--- src/rtl/polyAddPkg.sv ---
package polyAddPkg;

  localparam int XLEN = 64;
  localparam int RANK_W = 2;

  typedef enum logic [1:0] {
    WC_FULL = 2'd0,
    WC_BYTE = 2'd1,
    WC_HALF = 2'd2,
    WC_WORD = 2'd3
  } widthCode_t;

  typedef enum logic [1:0] {
    S_IDLE = 2'd0,
    S_RUN  = 2'd1,
    S_FIN  = 2'd2
  } seqState_t;

  // strobes from control to datapath
  typedef struct packed {
    logic loadCfg;   // capture operand settings
    logic elemLive;  // current element is enabled by the mask
    logic commit;    // write the current element
  } seqStrobe_t;

  // rank 0..3 stands for 8,16,32,64 bits
  function automatic logic [RANK_W-1:0] rankOf(input logic [1:0] code);
    case (widthCode_t'(code))
      WC_BYTE: rankOf = 2'd0;
      WC_HALF: rankOf = 2'd1;
      WC_WORD: rankOf = 2'd2;
      default: rankOf = 2'd3;
    endcase
  endfunction

  function automatic int unsigned rankBits(input logic [RANK_W-1:0] r);
    rankBits = 32'd8 << r;
  endfunction

  // take the low bits of v at fromRank, extend to full width, keep toRank bits
  function automatic logic [XLEN-1:0] fitWidth(input logic [XLEN-1:0] v,
                                               input logic [RANK_W-1:0] fromRank,
                                               input logic [RANK_W-1:0] toRank,
                                               input logic sgn);
    logic [XLEN-1:0] full;
    logic fill;
    int unsigned fromBits;
    int unsigned toBits;
    fromBits = rankBits(fromRank);
    toBits = rankBits(toRank);
    fill = sgn & v[fromBits-1];
    for (int k = 0; k < XLEN; k++) begin
      full[k] = (k < int'(fromBits)) ? v[k] : fill;
    end
    for (int k = 0; k < XLEN; k++) begin
      fitWidth[k] = (k < int'(toBits)) ? full[k] : 1'b0;
    end
  endfunction

endpackage

--- src/rtl/seqControl.sv ---
module seqControl
  import polyAddPkg::*;
#(
  parameter int MAX_VL = 64,
  localparam int LEN_W = $clog2(MAX_VL + 1),
  localparam int OFF_W = $clog2(MAX_VL)
) (
  input  logic             clk,
  input  logic             rstN,
  input  logic             start,
  input  logic [LEN_W-1:0] vecLen,
  input  logic [MAX_VL-1:0] predMask,
  input  logic             dstIsVec,
  input  logic             src1IsVec,
  input  logic             src2IsVec,
  input  logic             anyFault,
  output seqStrobe_t       strobe,
  output logic [OFF_W-1:0] dstOff,
  output logic [OFF_W-1:0] src1Off,
  output logic [OFF_W-1:0] src2Off,
  output logic             busy,
  output logic             done,
  output logic             error
);

  seqState_t state;
  logic [LEN_W-1:0] vlQ;
  logic [MAX_VL-1:0] maskQ;
  logic [OFF_W-1:0] elemIdx;
  logic dstVecQ, src1VecQ, src2VecQ, errQ;
  logic [LEN_W-1:0] vlEff;
  logic elemLive, faultHit, lastElem;

  always_comb begin
    vlEff = (vecLen > LEN_W'(MAX_VL)) ? LEN_W'(MAX_VL) : vecLen;
    elemLive = (state == S_RUN) && maskQ[elemIdx];
    faultHit = elemLive && anyFault;
    lastElem = (LEN_W'(elemIdx) + LEN_W'(1)) == vlQ;
    strobe.loadCfg = (state == S_IDLE) && start;
    strobe.elemLive = elemLive;
    strobe.commit = elemLive && !anyFault;
  end

  always_ff @(posedge clk) begin
    if (!rstN) begin
      state <= S_IDLE;
      vlQ <= '0;
      maskQ <= '0;
      elemIdx <= '0;
      dstOff <= '0;
      src1Off <= '0;
      src2Off <= '0;
      dstVecQ <= 1'b0;
      src1VecQ <= 1'b0;
      src2VecQ <= 1'b0;
      errQ <= 1'b0;
    end else begin
      case (state)
        S_IDLE: begin
          if (start) begin
            vlQ <= vlEff;
            maskQ <= predMask;
            dstVecQ <= dstIsVec;
            src1VecQ <= src1IsVec;
            src2VecQ <= src2IsVec;
            elemIdx <= '0;
            dstOff <= '0;
            src1Off <= '0;
            src2Off <= '0;
            errQ <= 1'b0;
            state <= (vlEff == '0) ? S_FIN : S_RUN;
          end
        end
        S_RUN: begin
          if (faultHit) begin
            errQ <= 1'b1;
            state <= S_FIN;
          end else if (lastElem) begin
            state <= S_FIN;
          end else begin
            elemIdx <= elemIdx + 1'b1;
            if (dstVecQ) dstOff <= dstOff + 1'b1;
            if (src1VecQ) src1Off <= src1Off + 1'b1;
            if (src2VecQ) src2Off <= src2Off + 1'b1;
          end
        end
        default: state <= S_IDLE;
      endcase
    end
  end

  assign busy = (state == S_RUN);
  assign done = (state == S_FIN);
  assign error = done && errQ;

  assert_done_pulse_R6: assert property (@(posedge clk) disable iff (!rstN)
    done |=> !done);
  assert_busy_done_excl_R6: assert property (@(posedge clk) disable iff (!rstN)
    !(busy && done));
  assert_error_with_done_R8: assert property (@(posedge clk) disable iff (!rstN)
    error |-> done);
  assert_fault_ends_R8: assert property (@(posedge clk) disable iff (!rstN)
    (strobe.elemLive && anyFault) |=> (done && error));
  assert_empty_run_R7: assert property (@(posedge clk) disable iff (!rstN)
    ((state == S_IDLE) && start && (vecLen == '0)) |=> (done && !busy));
  assert_scalar_src1_R5: assert property (@(posedge clk) disable iff (!rstN)
    (busy && !src1VecQ) |-> (src1Off == '0));
  assert_vec_step_src1_R5: assert property (@(posedge clk) disable iff (!rstN)
    (busy && $past(busy) && src1VecQ) |-> (src1Off == OFF_W'($past(src1Off) + 1'b1)));

endmodule

--- src/rtl/seqDatapath.sv ---
module seqDatapath
  import polyAddPkg::*;
#(
  parameter int REG_AW = 5
) (
  input  logic              clk,
  input  logic              rstN,
  input  seqStrobe_t        strobe,
  input  logic              signedOp,
  input  logic [REG_AW-1:0] dstReg,
  input  logic [REG_AW-1:0] src1Reg,
  input  logic [REG_AW-1:0] src2Reg,
  input  logic [1:0]        dstWidth,
  input  logic [1:0]        src1Width,
  input  logic [1:0]        src2Width,
  input  logic [XLEN-1:0]   rfSrc1Data,
  input  logic [XLEN-1:0]   rfSrc2Data,
  output logic [REG_AW-1:0] rfDstReg,
  output logic [REG_AW-1:0] rfSrc1Reg,
  output logic [REG_AW-1:0] rfSrc2Reg,
  output logic [1:0]        rfDstWidth,
  output logic [1:0]        rfSrc1Width,
  output logic [1:0]        rfSrc2Width,
  output logic              rfWrEn,
  output logic [XLEN-1:0]   rfWrData
);

  logic sgnQ;
  logic [RANK_W-1:0] dRank, r1Rank, r2Rank, wRank;
  logic [XLEN-1:0] opA, opB, sum;

  always_ff @(posedge clk) begin
    if (!rstN) begin
      sgnQ <= 1'b0;
      rfDstReg <= '0;
      rfSrc1Reg <= '0;
      rfSrc2Reg <= '0;
      rfDstWidth <= '0;
      rfSrc1Width <= '0;
      rfSrc2Width <= '0;
    end else if (strobe.loadCfg) begin
      sgnQ <= signedOp;
      rfDstReg <= dstReg;
      rfSrc1Reg <= src1Reg;
      rfSrc2Reg <= src2Reg;
      rfDstWidth <= dstWidth;
      rfSrc1Width <= src1Width;
      rfSrc2Width <= src2Width;
    end
  end

  always_comb begin
    dRank = rankOf(rfDstWidth);
    r1Rank = rankOf(rfSrc1Width);
    r2Rank = rankOf(rfSrc2Width);
    wRank = (r1Rank > r2Rank) ? r1Rank : r2Rank;
    opA = fitWidth(rfSrc1Data, r1Rank, wRank, sgnQ);
    opB = fitWidth(rfSrc2Data, r2Rank, wRank, sgnQ);
    sum = opA + opB;
    rfWrData = fitWidth(sum, wRank, dRank, sgnQ);
    rfWrEn = strobe.commit;
  end

  assert_byte_dst_upper_R3: assert property (@(posedge clk) disable iff (!rstN)
    (rfWrEn && (widthCode_t'(rfDstWidth) == WC_BYTE)) |-> (rfWrData[XLEN-1:8] == '0));
  assert_write_live_R4: assert property (@(posedge clk) disable iff (!rstN)
    rfWrEn |-> strobe.elemLive);

endmodule

--- src/rtl/polyAddSequencer.sv ---
module polyAddSequencer
  import polyAddPkg::*;
#(
  parameter int MAX_VL = 64,
  parameter int REG_AW = 5,
  localparam int LEN_W = $clog2(MAX_VL + 1),
  localparam int OFF_W = $clog2(MAX_VL)
) (
  input  logic              clk,
  input  logic              rstN,
  input  logic              start,
  input  logic [LEN_W-1:0]  vecLen,
  input  logic [MAX_VL-1:0] predMask,
  input  logic              signedOp,
  input  logic [REG_AW-1:0] dstReg,
  input  logic [REG_AW-1:0] src1Reg,
  input  logic [REG_AW-1:0] src2Reg,
  input  logic [1:0]        dstWidth,
  input  logic [1:0]        src1Width,
  input  logic [1:0]        src2Width,
  input  logic              dstIsVec,
  input  logic              src1IsVec,
  input  logic              src2IsVec,
  output logic [REG_AW-1:0] rfSrc1Reg,
  output logic [1:0]        rfSrc1Width,
  output logic [OFF_W-1:0]  rfSrc1Off,
  input  logic [63:0]       rfSrc1Data,
  input  logic              rfSrc1Fault,
  output logic [REG_AW-1:0] rfSrc2Reg,
  output logic [1:0]        rfSrc2Width,
  output logic [OFF_W-1:0]  rfSrc2Off,
  input  logic [63:0]       rfSrc2Data,
  input  logic              rfSrc2Fault,
  output logic [REG_AW-1:0] rfDstReg,
  output logic [1:0]        rfDstWidth,
  output logic [OFF_W-1:0]  rfDstOff,
  output logic              rfWrEn,
  output logic [63:0]       rfWrData,
  input  logic              rfDstFault,
  output logic              busy,
  output logic              done,
  output logic              error
);

  seqStrobe_t strobe;
  logic anyFault;

  assign anyFault = rfSrc1Fault | rfSrc2Fault | rfDstFault;

  seqControl #(.MAX_VL(MAX_VL)) i_seqControl (
    .clk(clk), .rstN(rstN), .start(start), .vecLen(vecLen), .predMask(predMask),
    .dstIsVec(dstIsVec), .src1IsVec(src1IsVec), .src2IsVec(src2IsVec),
    .anyFault(anyFault), .strobe(strobe),
    .dstOff(rfDstOff), .src1Off(rfSrc1Off), .src2Off(rfSrc2Off),
    .busy(busy), .done(done), .error(error)
  );

  seqDatapath #(.REG_AW(REG_AW)) i_seqDatapath (
    .clk(clk), .rstN(rstN), .strobe(strobe), .signedOp(signedOp),
    .dstReg(dstReg), .src1Reg(src1Reg), .src2Reg(src2Reg),
    .dstWidth(dstWidth), .src1Width(src1Width), .src2Width(src2Width),
    .rfSrc1Data(rfSrc1Data), .rfSrc2Data(rfSrc2Data),
    .rfDstReg(rfDstReg), .rfSrc1Reg(rfSrc1Reg), .rfSrc2Reg(rfSrc2Reg),
    .rfDstWidth(rfDstWidth), .rfSrc1Width(rfSrc1Width), .rfSrc2Width(rfSrc2Width),
    .rfWrEn(rfWrEn), .rfWrData(rfWrData)
  );

  assert_write_in_run_R4: assert property (@(posedge clk) disable iff (!rstN)
    rfWrEn |-> busy);
  assert_no_faulty_write_R8: assert property (@(posedge clk) disable iff (!rstN)
    rfWrEn |-> !(rfSrc1Fault || rfSrc2Fault || rfDstFault));

endmodule

--- config.mk ---
export PLATFORM = sky130hd
export DESIGN_NAME = polyAddSequencer
export DESIGN_NICKNAME = d
export VERILOG_FILES = /design/src/rtl/polyAddPkg.sv /design/src/rtl/seqControl.sv /design/src/rtl/seqDatapath.sv /design/src/rtl/polyAddSequencer.sv
export SDC_FILE = /design/constraint.sdc
export NUM_CORES = 1
export LEC_CHECK = 0
export BUFFER_PORTS_ARGS = -buffer_cell sky130_fd_sc_hd__buf_2
export CAP_MARGIN = 20
export CORE_MARGIN = 2
export CORE_UTILIZATION = 29
export CTS_CLUSTER_SIZE = 8
export DETAILED_ROUTE_END_ITERATION = 12
export GPL_TIMING_DRIVEN = 0
export SYNTH_ARGS = -nofsm -noshare
export SYNTH_HDL_FRONTEND = slang
export SYNTH_SLANG_ARGS = --single-unit
--- constraint.sdc ---
create_clock -name clk -period 6.8 [get_ports clk]
set_clock_uncertainty 0.05 [all_clocks]
set_input_delay 1.02 -clock clk [delete_from_list [all_inputs] [get_ports clk]]
set_output_delay 1.02 -clock clk [all_outputs]
set_load 0.03 [all_outputs]
# Word level (Yosys, flattened, before mapping)
# Cells that the tools add are included.
# classes
add_sub_neg	9
order_cmp	262
n_eq_ne	20
n_shift	4
mux	421
bitwise_logic	5
reduce_logical	16
# ops
op	count
7-bit by 32-bit < comparator with 1-bit output (first input constant)	128
6-bit by 32-bit < comparator with 1-bit output (first input constant)	64
5-bit by 32-bit < comparator with 1-bit output (first input constant)	32
4-bit by 32-bit < comparator with 1-bit output (first input constant)	16
1-bit two-way mux	390
3-bit by 32-bit < comparator with 1-bit output (first input constant)	8
1-bit by 32-bit < comparator with 1-bit output (first input constant)	4
2-bit by 32-bit < comparator with 1-bit output (first input constant)	4
4-bit by 2-bit << shifter with 32-bit output (first input constant)	4
32-bit by 7-bit < comparator with 1-bit output (second input constant)	3
32-bit by 1-bit subtractor with 32-bit output (second input constant)	3
6-bit two-way mux	12
64-bit adder	1
6-bit case mux with 2 select lines	4
6-bit by 1-bit adder with 6-bit output (second input constant)	4
1-bit binary-select mux with 6-bit select	4
2-bit case mux with 3 select lines	3
5-bit AND reduction	3
2-bit == test (second input constant)	7
2-bit two-way mux	5
2-bit by 1-bit == test with 1-bit output (second input constant)	4
2-bit by 1-bit != test with 1-bit output (second input constant)	4
6-bit by 1-bit adder with 7-bit output (second input constant)	1
7-bit == test	1
18 further kinds	28
# word_totals
register_bits	123
in_bits	230
out_inout_bits	107
word_cells	755

# Longest topological paths before layout
# Gate-level depths: netlist of the first run.
# depth
word_depth	15
mapped_depth	27
depth_no_buf	23

# Cells and area by module
# Synthesis of the first run repeated with hierarchy kept, for this count alone.
# hier_totals
hier_cells	1564
area_unflattened_um2	11543.6
# modules_own_cells
mod	instances	cells_each	area_per_inst_um2
seqDatapath	1	999	6626.4
seqControl	1	564	4911.0
polyAddSequencer	1	1	6.3

# Least setup slack after synthesis of the first run
# OpenSTA, ideal clock, no wires.
# synth_timing
path_kind	reg2out
startpoint	register i_seqDatapath.rfSrc1Width[0]
endpoint	output port rfWrData[62]
arrival_time_ns	5.867
slack_ns	-0.137
path_stages_with_launch	26
path_buffers	4
path_cell_list	dfxtp_1 inv_1 ha_1 clkbuf_1 inv_1 ha_1 a21oi_1 a21oi_1 mux2_2 nor2_1 clkbuf_1 o21ai_0 clkbuf_1 a21oi_1 ha_1 clkbuf_1 nand2_1 nor2_1 and3_1 and2_1 a2111o_1 nor2_1 o22ai_1 a2111oi_0 xor2_1 a21oi_1
# synth_between
elab_chain_len	15
# synth_lines
item	line	source
start, declared	seqDatapath.sv:22	output logic [1:0] rfSrc1Width,
start signal, assigned	seqDatapath.sv:47	rfSrc1Width <= src1Width;
2-bit == test or 2-bit by 1-bit == test with 1-bit output (tied branches)	polyAddPkg.sv:28	case (widthCode_t'(code))
2-bit case mux with 3 select lines *	polyAddPkg.sv:28	
4-bit by 2-bit << shifter with 32-bit output	polyAddPkg.sv:37	rankBits = 32'd8 << r;
32-bit by 1-bit subtractor with 32-bit output	polyAddPkg.sv:51	fill = sgn & v[fromBits-1];
1-bit binary-select mux with 6-bit select	polyAddPkg.sv:51	
1-bit two-way mux (not written as such)	polyAddPkg.sv:51	
1-bit AND	polyAddPkg.sv:51	
1-bit two-way mux	polyAddPkg.sv:53	full[k] = (k < int'(fromBits)) ? v[k] : fill;
1-bit two-way mux	polyAddPkg.sv:56	fitWidth[k] = (k < int'(toBits)) ? full[k] : 1'b0;
64-bit adder	seqDatapath.sv:59	sum = opA + opB;
1-bit binary-select mux with 6-bit select	polyAddPkg.sv:51	
1-bit two-way mux (not written as such)	polyAddPkg.sv:51	
1-bit AND	polyAddPkg.sv:51	
1-bit two-way mux *	polyAddPkg.sv:53	
1-bit two-way mux *	polyAddPkg.sv:56	
end, declared	polyAddSequencer.sv:38	output logic [63:0] rfWrData,
# Mark *: on every way between the ends. The rest lies on a longest branch, timed or not. The select of a mux whose other input is x is not followed.

# Final worst setup path of the first run
# layout_timing
startpoint	input port rfSrc1Data[39]
endpoint	output port rfWrData[60]
# layout_between
elab_chain_len	11
# layout_lines
item	line	source
start, declared	polyAddSequencer.sv:27	input logic [63:0] rfSrc1Data,
1-bit binary-select mux with 6-bit select	polyAddPkg.sv:51	
1-bit two-way mux (not written as such)	polyAddPkg.sv:51	
1-bit AND	polyAddPkg.sv:51	
1-bit two-way mux	polyAddPkg.sv:53	
1-bit two-way mux	polyAddPkg.sv:56	
64-bit adder *	seqDatapath.sv:59	
1-bit binary-select mux with 6-bit select	polyAddPkg.sv:51	
1-bit two-way mux (not written as such)	polyAddPkg.sv:51	
1-bit AND	polyAddPkg.sv:51	
1-bit two-way mux *	polyAddPkg.sv:53	
1-bit two-way mux *	polyAddPkg.sv:56	
# Marked as above.

==> results.tsv, run 1 <==
stage	metric	value	unit
clocking	clock_sinks	123	
yosys	avgSynthCellArea	7.217	sq um
grt	gr-usage-all-layers	0.2066	
die	io_pins	337	
drt	wl	43.70	mm
timing	relSlewSlack	0.4988	
clocking	hold_buffers	0	
layout	synthToLayoutAreaGrowth	34.26	%
clocking	clk_path_buf_depth	2	
yosys	synth_warnings	0	
critical_path	worst_setup_path_end_kind	primary output	
yosys	ys_seq_area_frac	0.2164	
grt	grt_antenna_before_repair	5	
die	rows	72	
clocking	clk_latency	410	ps
critical_path	crit_type	input pin to primary output	
timing	finalSetupViolCount	0	
yosys	synth_edf_count	0	
yosys	synth_seq_cells	123	
drt	drtIter0Drc	637	
timing	grt_setup_unrepaired	true	
timing	clock.fmax	0.1479	GHz
yosys	async_flop_share	0	
drt	via_per_inst	5.068	
yosys	syn_area	11380	sq um
layout	layout.nets	2263	
timing	fin_crit_sh	0.9945	
layout	drive_gt1_frac	0.2987	
die	start_util	0.2938	
status	status	complete, no violations	
yosys	ys.flop_type	dfxtp_1	
power_and_ir_drop	peakVddDrop	127.1	uV
placed_design	dpl.cell_count	2430	
min_path	hold_path_class	flip-flop to flip-flop	
clocking	cts_tree	done	
grt	grt_overflow	0	
timing	drv_slew	0	
timing	worst_slack	37.43	ps
critical_path	required	5730	ps
clocking	htree_levels	4	
yosys	syn-instance-count	1577	
die	die_area	40840	sq um
placed_design	gp_congestion	0.9420	
timing	finalHoldViolCount	0	
placed_design	numPortBuffers	335	
timing	worst_pin_slew	751.8	ps
drt	num_vias	12590	
placed_design	place_hpwl	35.28	mm
grt	grt_start_max_net_pins	17	
layout	final_cells	2484	
timing	fin_tns_setup	0	ps
grt	grt_pass1_vias	12340	
critical_path	crit_path_start_kind	input pin	
die	die_w	202.1	um
grt	grt_pass1_wl	67.12	mm
yosys	syn-num-nets	1891	
die	dieHeight	202.1	um
clocking	cts.clk_slew.worst_paths	50	ps
power_and_ir_drop	leakagePower	6.840	nW
flow_run	maxCapViolCount	0	
die	core_area	38740	sq um
clocking	cts_root_buf	clkbuf_16	
yosys	yosysUniqueCellTypes	74	
timing	layout_min_cycle_time	6763	ps
power_and_ir_drop	power	5.703	mW
drt	post_drt_wl_per_cell	17.59	um
placed_design	dpl_worst_slack	-1734	ps
power_and_ir_drop	power_density	373.3	nW/um^2
critical_path	worstPathArrival	5690	ps
clocking	cts_made_buffers	17	
drt	final_antenna_net_count	0	
critical_path	path_max_fanout	4	
drt	first_pass_iters	5	
drt	drc_errors	0	
[synth_stat cells, drive strengths merged (12+ instances only)]
master | count | area, sq um
o21bai | 12 | 90.09
mux4 | 24 | 540.5
xor2 | 36 | 315.3
buf | 14 | 75.07
o21a | 48 | 360.4
inv | 99 | 371.6
dfxtp | 123 | 2462
o21ai | 58 | 290.3
a21o | 26 | 195.2
a21oi | 183 | 919.6
nor2 | 105 | 424.2
clkbuf | 90 | 337.8
and2 | 20 | 125.1
nand3 | 15 | 75.07
nand2 | 302 | 1134
ha | 83 | 1039
and3 | 19 | 118.9
nand4 | 25 | 156.4
a21boi | 99 | 743.2
nor2b | 14 | 87.58
nand2b | 12 | 75.07
a31oi | 14 | 102.6
xnor2 | 40 | 350.3
[metrics by stage]
step | utilization | cell area, sq um | hold WS (ps)
2_1_floorplan | - | 11380 | 381.7
3_3_place_gp | 0.3539 | 13710 | 396.7
3_5_place_dp | 0.3539 | 13710 | 403.1
4_1_cts | 0.3862 | 14960 | 410.7
5_1_grt | 0.3942 | 15270 | 425.6
6_report | 0.3944 | 15280 | 406.7
[final cells by class]
class | count | area [sq um]
Timing Repair Buffer | 372 | 1978
Sequential cell | 123 | 2475
Inverter | 99 | 375.4
Buffer | 85 | 451.7
Tap cell | 518 | 648.1
Clock inverter | 13 | 117.6
Antenna cell | 4 | 10.01
Clock buffer | 19 | 442.9
Multi-Input combinational cell | 1251 | 8781
Fill cell | 4086 | 23460
[state kept, by name, summed over array words and instances, names as in the netlist, 5 cells and up]
signal                   cells
i_seqDatapath.rfSrc1Reg      5
i_seqDatapath.rfSrc2Reg      5
i_seqDatapath.rfDstReg       5
i_seqControl.dstOff          6
i_seqControl.maskQ          64
i_seqControl.elemIdx         6
i_seqControl.src1Off         6
i_seqControl.src2Off         6
i_seqControl.vlQ             7
[critical path: stages]
cell	delay, ps
buf_2	130
mux4_2	510
mux2_4	290
nand2_4	120
or2_4	140
a21bo_2	220
ha_2	200
inv_2	70
fa_2	220
nand2b_4	130
a21oi_2	60
o41a_1	380
a211o_4	400
a2111oi_4	370
o41ai_4	90
buf_4	180
a31oi_4	240
o31ai_4	100
or4_1	480
and3_4	170
buf_4	160
[placed cells by master (no fill, tap or decap), drive strengths merged, types with 15 or more instances in the layout]
cell	count
nand2	302
xnor2	40
a21oi	183
xor2	36
inv	101
nand3	15
mux4	24
and2	20
clkbuf	89
dfxtp	123
o21ai	58
nand4	25
a21boi	99
nor2	105
o21a	48
and3	19
buf	387
ha	83
a21o	26
[report_power, final]
| part | internal (mW) | switching, mW | leakage, nW |
|---|---|---|---|
| logic | 1.49 | 2.54 | 5.57 |
| clock network | 0.514 | 0.355 | 0.262 |
| registers | 0.772 | 0.0317 | 1.01 |
| total | 2.77 | 2.93 | 6.84 |
[worst paths after layout]
path                                                            from                              endpoint  slack (ps)  cells after the start
worst min register to register    i_seqControl.maskQ[6]$_SDFFE_PN0P_    i_seqControl.maskQ[6]$_SDFFE_PN0P_         410                      2
worst max-delay path                                  rfSrc1Data[39]                          rfWrData[60]          40                     21
worst min-delay path              i_seqControl.maskQ[6]$_SDFFE_PN0P_    i_seqControl.maskQ[6]$_SDFFE_PN0P_         410                      2
worst max register to register  i_seqControl.elemIdx[1]$_SDFFE_PN0P_  i_seqControl.src2Off[5]$_SDFFE_PN0P_        3080                     13
[per-layer routing]
metal	global-route usage	share of wire	vias to the layer above	wire [um]
li1	-	-	6230	-
met1	0.2545	0.42	5874	18360
met2	0.3706	0.49	419	21460
met3	0.03031	0.061	65	2678
met4	0.06230	0.027	2	1184
met5	0	0.00025	-	11
[timing repair]
| action | CTS | global route |
|---|---|---|
| buffers inserted | 29 | 8 |
| resized for setup | 131 | 81 |
| pin swaps | 23 | 20 |
| setup endpoints to repair | 56 | 45 |
| gates cloned | 0 | 0 |
[kinds of logic (layout without fill, tap and decap cells)]
group                      Yosys count  after routing  share of synthesized area
buffers and inverters              203            588                    0.06893
xor gates and xnor gates            76             76                    0.05849
adders and majority gates           84             84                    0.09301
and+or+nand+nor                    558            558                     0.2212
other                                0              4                          0
DFF                                123            123                     0.2164
muxes                               33             33                    0.05574
AOI/OAI and AO/OA                  500            500                     0.2863
No activity file was read; power rests on OpenSTA's default activity.
==> run 2: changes to the inputs <==
Settings changed: CORE_ASPECT_RATIO from default to 1.4, SYNTH_HIERARCHICAL from default to 1.
==> results.tsv, run 2 <==
stage	metric	value	unit	change
layout	largest_reg_flops	64		unchanged
drt	num_vias	13020		+3.4%
status	status	complete, no violations		
clocking	cts.clk_slew.worst_paths	60	ps	about the same
clocking	htree_levels	4		unchanged
die	core_area	39280	sq um	+1.4%
flow_run	maxCapViolCount	0		unchanged
critical_path	path_max_fanout	4		unchanged
grt	grt_antenna_before_repair	12		+7
placed_design	place_hpwl	36.25	mm	+2.8%
die	start_util	0.2937		about the same
clocking	clk_path_buf_depth	2		unchanged
die	io_pins	337		unchanged
die	dieHeight	240.0	um	+19%
die	die_area	41410	sq um	+1.4%
timing	grt_setup_unrepaired	true		
drt	top_layer_used	met5		
clocking	cts_made_buffers	17		unchanged
timing	layout_min_cycle_time	6719	ps	-43.09 ps
clocking	cts_root_buf	clkbuf_16		
yosys	synth_warnings	6		+6
layout	layout_common_cells	333 x buf_2, 243 x nand2_1, 140 x a21oi_1		
critical_path	worstPathArrival	5650	ps	-40 ps
placed_design	numPortBuffers	336		+0.30%
grt	grt_start_max_net_pins	17		unchanged
critical_path	worst_setup_path_end_kind	primary output		
layout	synthToLayoutAreaGrowth	38.97	%	
layout	top_register	i_seqControl/maskQ		
power_and_ir_drop	peakVddDrop	207.5	uV	+63%
timing	finalSetupViolCount	0		unchanged
min_path	hold_path_class	flip-flop to flip-flop		
critical_path	crit_type	flip-flop to primary output		
yosys	syn_area	11540	sq um	+1.4%
timing	finalHoldViolCount	0		unchanged
timing	fin_tns_setup	0	ps	unchanged
layout	post-route-util	0.4082		+0.01374
placed_design	gp_congestion	0.9537		+1.2%
clocking	clock_sinks	123		unchanged
die	die_w	172.6	um	-15%
drt	wl	45.66	mm	+4.5%
timing	relSlewSlack	0.4361		-0.06263
drt	first_pass_iters	5		unchanged
drt	final_antenna_net_count	0		unchanged
die	rows	86		+19%
yosys	syn-instance-count	1563		-0.89%
timing	drv_slew	0		unchanged
layout	drive_gt1_frac	0.3228		+0.02410
critical_path	required	5730	ps	about the same
drt	drc_errors	0		unchanged
clocking	hold_buffers	0		unchanged
grt	grt_pass1_vias	12900		+4.5%
drt	dr_wl_met3	3.022	mm	+13%
yosys	syn-num-nets	1877		-0.74%
clocking	clk_latency	430	ps	+20 ps
power_and_ir_drop	leakagePower	7.204	nW	+5.3%
drt	via_per_inst	5.169		+2.0%
timing	clock.fmax	0.1488	GHz	+0.64%
grt	gr-usage-all-layers	0.2099		+0.003337
grt	grt_pass1_wl	69.12	mm	+3.0%
timing	fin_hold_ws	409.6	ps	+2.990 ps
timing	worst_pin_slew	845.8	ps	+93.95 ps
timing	fin_crit_sh	0.9882		-0.006336
power_and_ir_drop	power_density	358.0	nW/um^2	-4.1%
critical_path	crit_path_start_kind	flip-flop		
drt	met1_length	17.58	mm	-4.3%
layout	final_common_cell	buf_2		
layout	layout.nets	2290		+1.2%
drt	drtIter0Drc	629		-1.3%
yosys	avgSynthCellArea	7.381	sq um	+2.3%
drt	wl_met2	23.52	mm	+9.6%
grt	grt_overflow	0		unchanged
clocking	cts_tree	done		
drt	post_drt_wl_per_cell	18.12	um	+3.0%
layout	top_regs	i_seqControl/maskQ: 64 flops, i_seqControl/vlQ: 7 flops		
## run 2: what timing repair did
item / in CTS / in global routing
gates resized for setup: 128 / 102
gates cloned: 0 / 0
pin swaps: 44 / 53
endpoints found under the setup margin: 56 / 45
setup buffers: 56 / 24
## run 2: power by group
group          internal [mW]  total [mW]  leakage (nW)  switching (mW)
logic                   1.55        4.03          5.91            2.49
clock network          0.518       0.898         0.280           0.380
registers              0.770       0.809          1.01          0.0385
## run 2: final timing paths
kind / start / endpoint / slack, ps / depth (start not counted)
worst max-delay path: i_seqDatapath/rfSrc2Width[0]$_SDFFE_PN0P_ / rfWrData[23] / 80 / 25
worst min-delay path: i_seqControl/maskQ[17]$_SDFFE_PN0P_ / i_seqControl/maskQ[17]$_SDFFE_PN0P_ / 410 / 2
worst max register to register: i_seqControl/elemIdx[1]$_SDFFE_PN0P_ / i_seqControl/src1Off[2]$_SDFFE_PN0P_ / 4020 / 10
worst min register to register: i_seqControl/maskQ[17]$_SDFFE_PN0P_ / i_seqControl/maskQ[17]$_SDFFE_PN0P_ / 410 / 2
## run 2: through the flow
stage	instances	total power, mW	setup WS (ps)	cell area, sq um
after floorplan	1563	3.245	121.6	11580
after global placement	2427	4.193	-1752	13930
after detailed placement	2427	4.202	-1898	13930
after CTS	2499	5.492	-18.71	15460
after global routing	2518	6.071	-65.72	16030
final	2519	5.739	80.51	16030
## run 2: per-layer routing
metal	vias to the layer above	global-route usage
met5	-	0
met4	18	0.07615
met3	103	0.04807
met2	499	0.4000
met1	6049	0.2248
li1	6351	-
## run 2: worst max-delay path, stage by stage (launching register included)
cell and delay [ps]:
dfxtp_4 390, clkinvlp_4 170, ha_4 200, or2_4 260, ha_4 240, a31oi_2 190, a22oi_2 110, buf_4 160
nor2_4 120, clkbuf_16 160, o21ai_4 80, buf_6 140, a21oi_4 170, ha_4 250, a21o_1 210, a21o_1 180
a21o_1 170, a2111o_1 410, o311ai_4 120, o221ai_2 170, a22o_1 280, o41a_1 370, buf_4 170, nor4b_4 260
nor3_4 80, buf_6 150
## run 2: final cells by class
type,instances,area (sq um)
Fill cell,4088,23240
Sequential cell,123,2477
Inverter,99,384.1
Multi-Input combinational cell,1235,9051
Clock buffer,18,429.2
Antenna cell,2,5.005
Timing Repair Buffer,414,2331
Buffer,86,541.8
Tap cell,528,660.6
Clock inverter,14,151.4
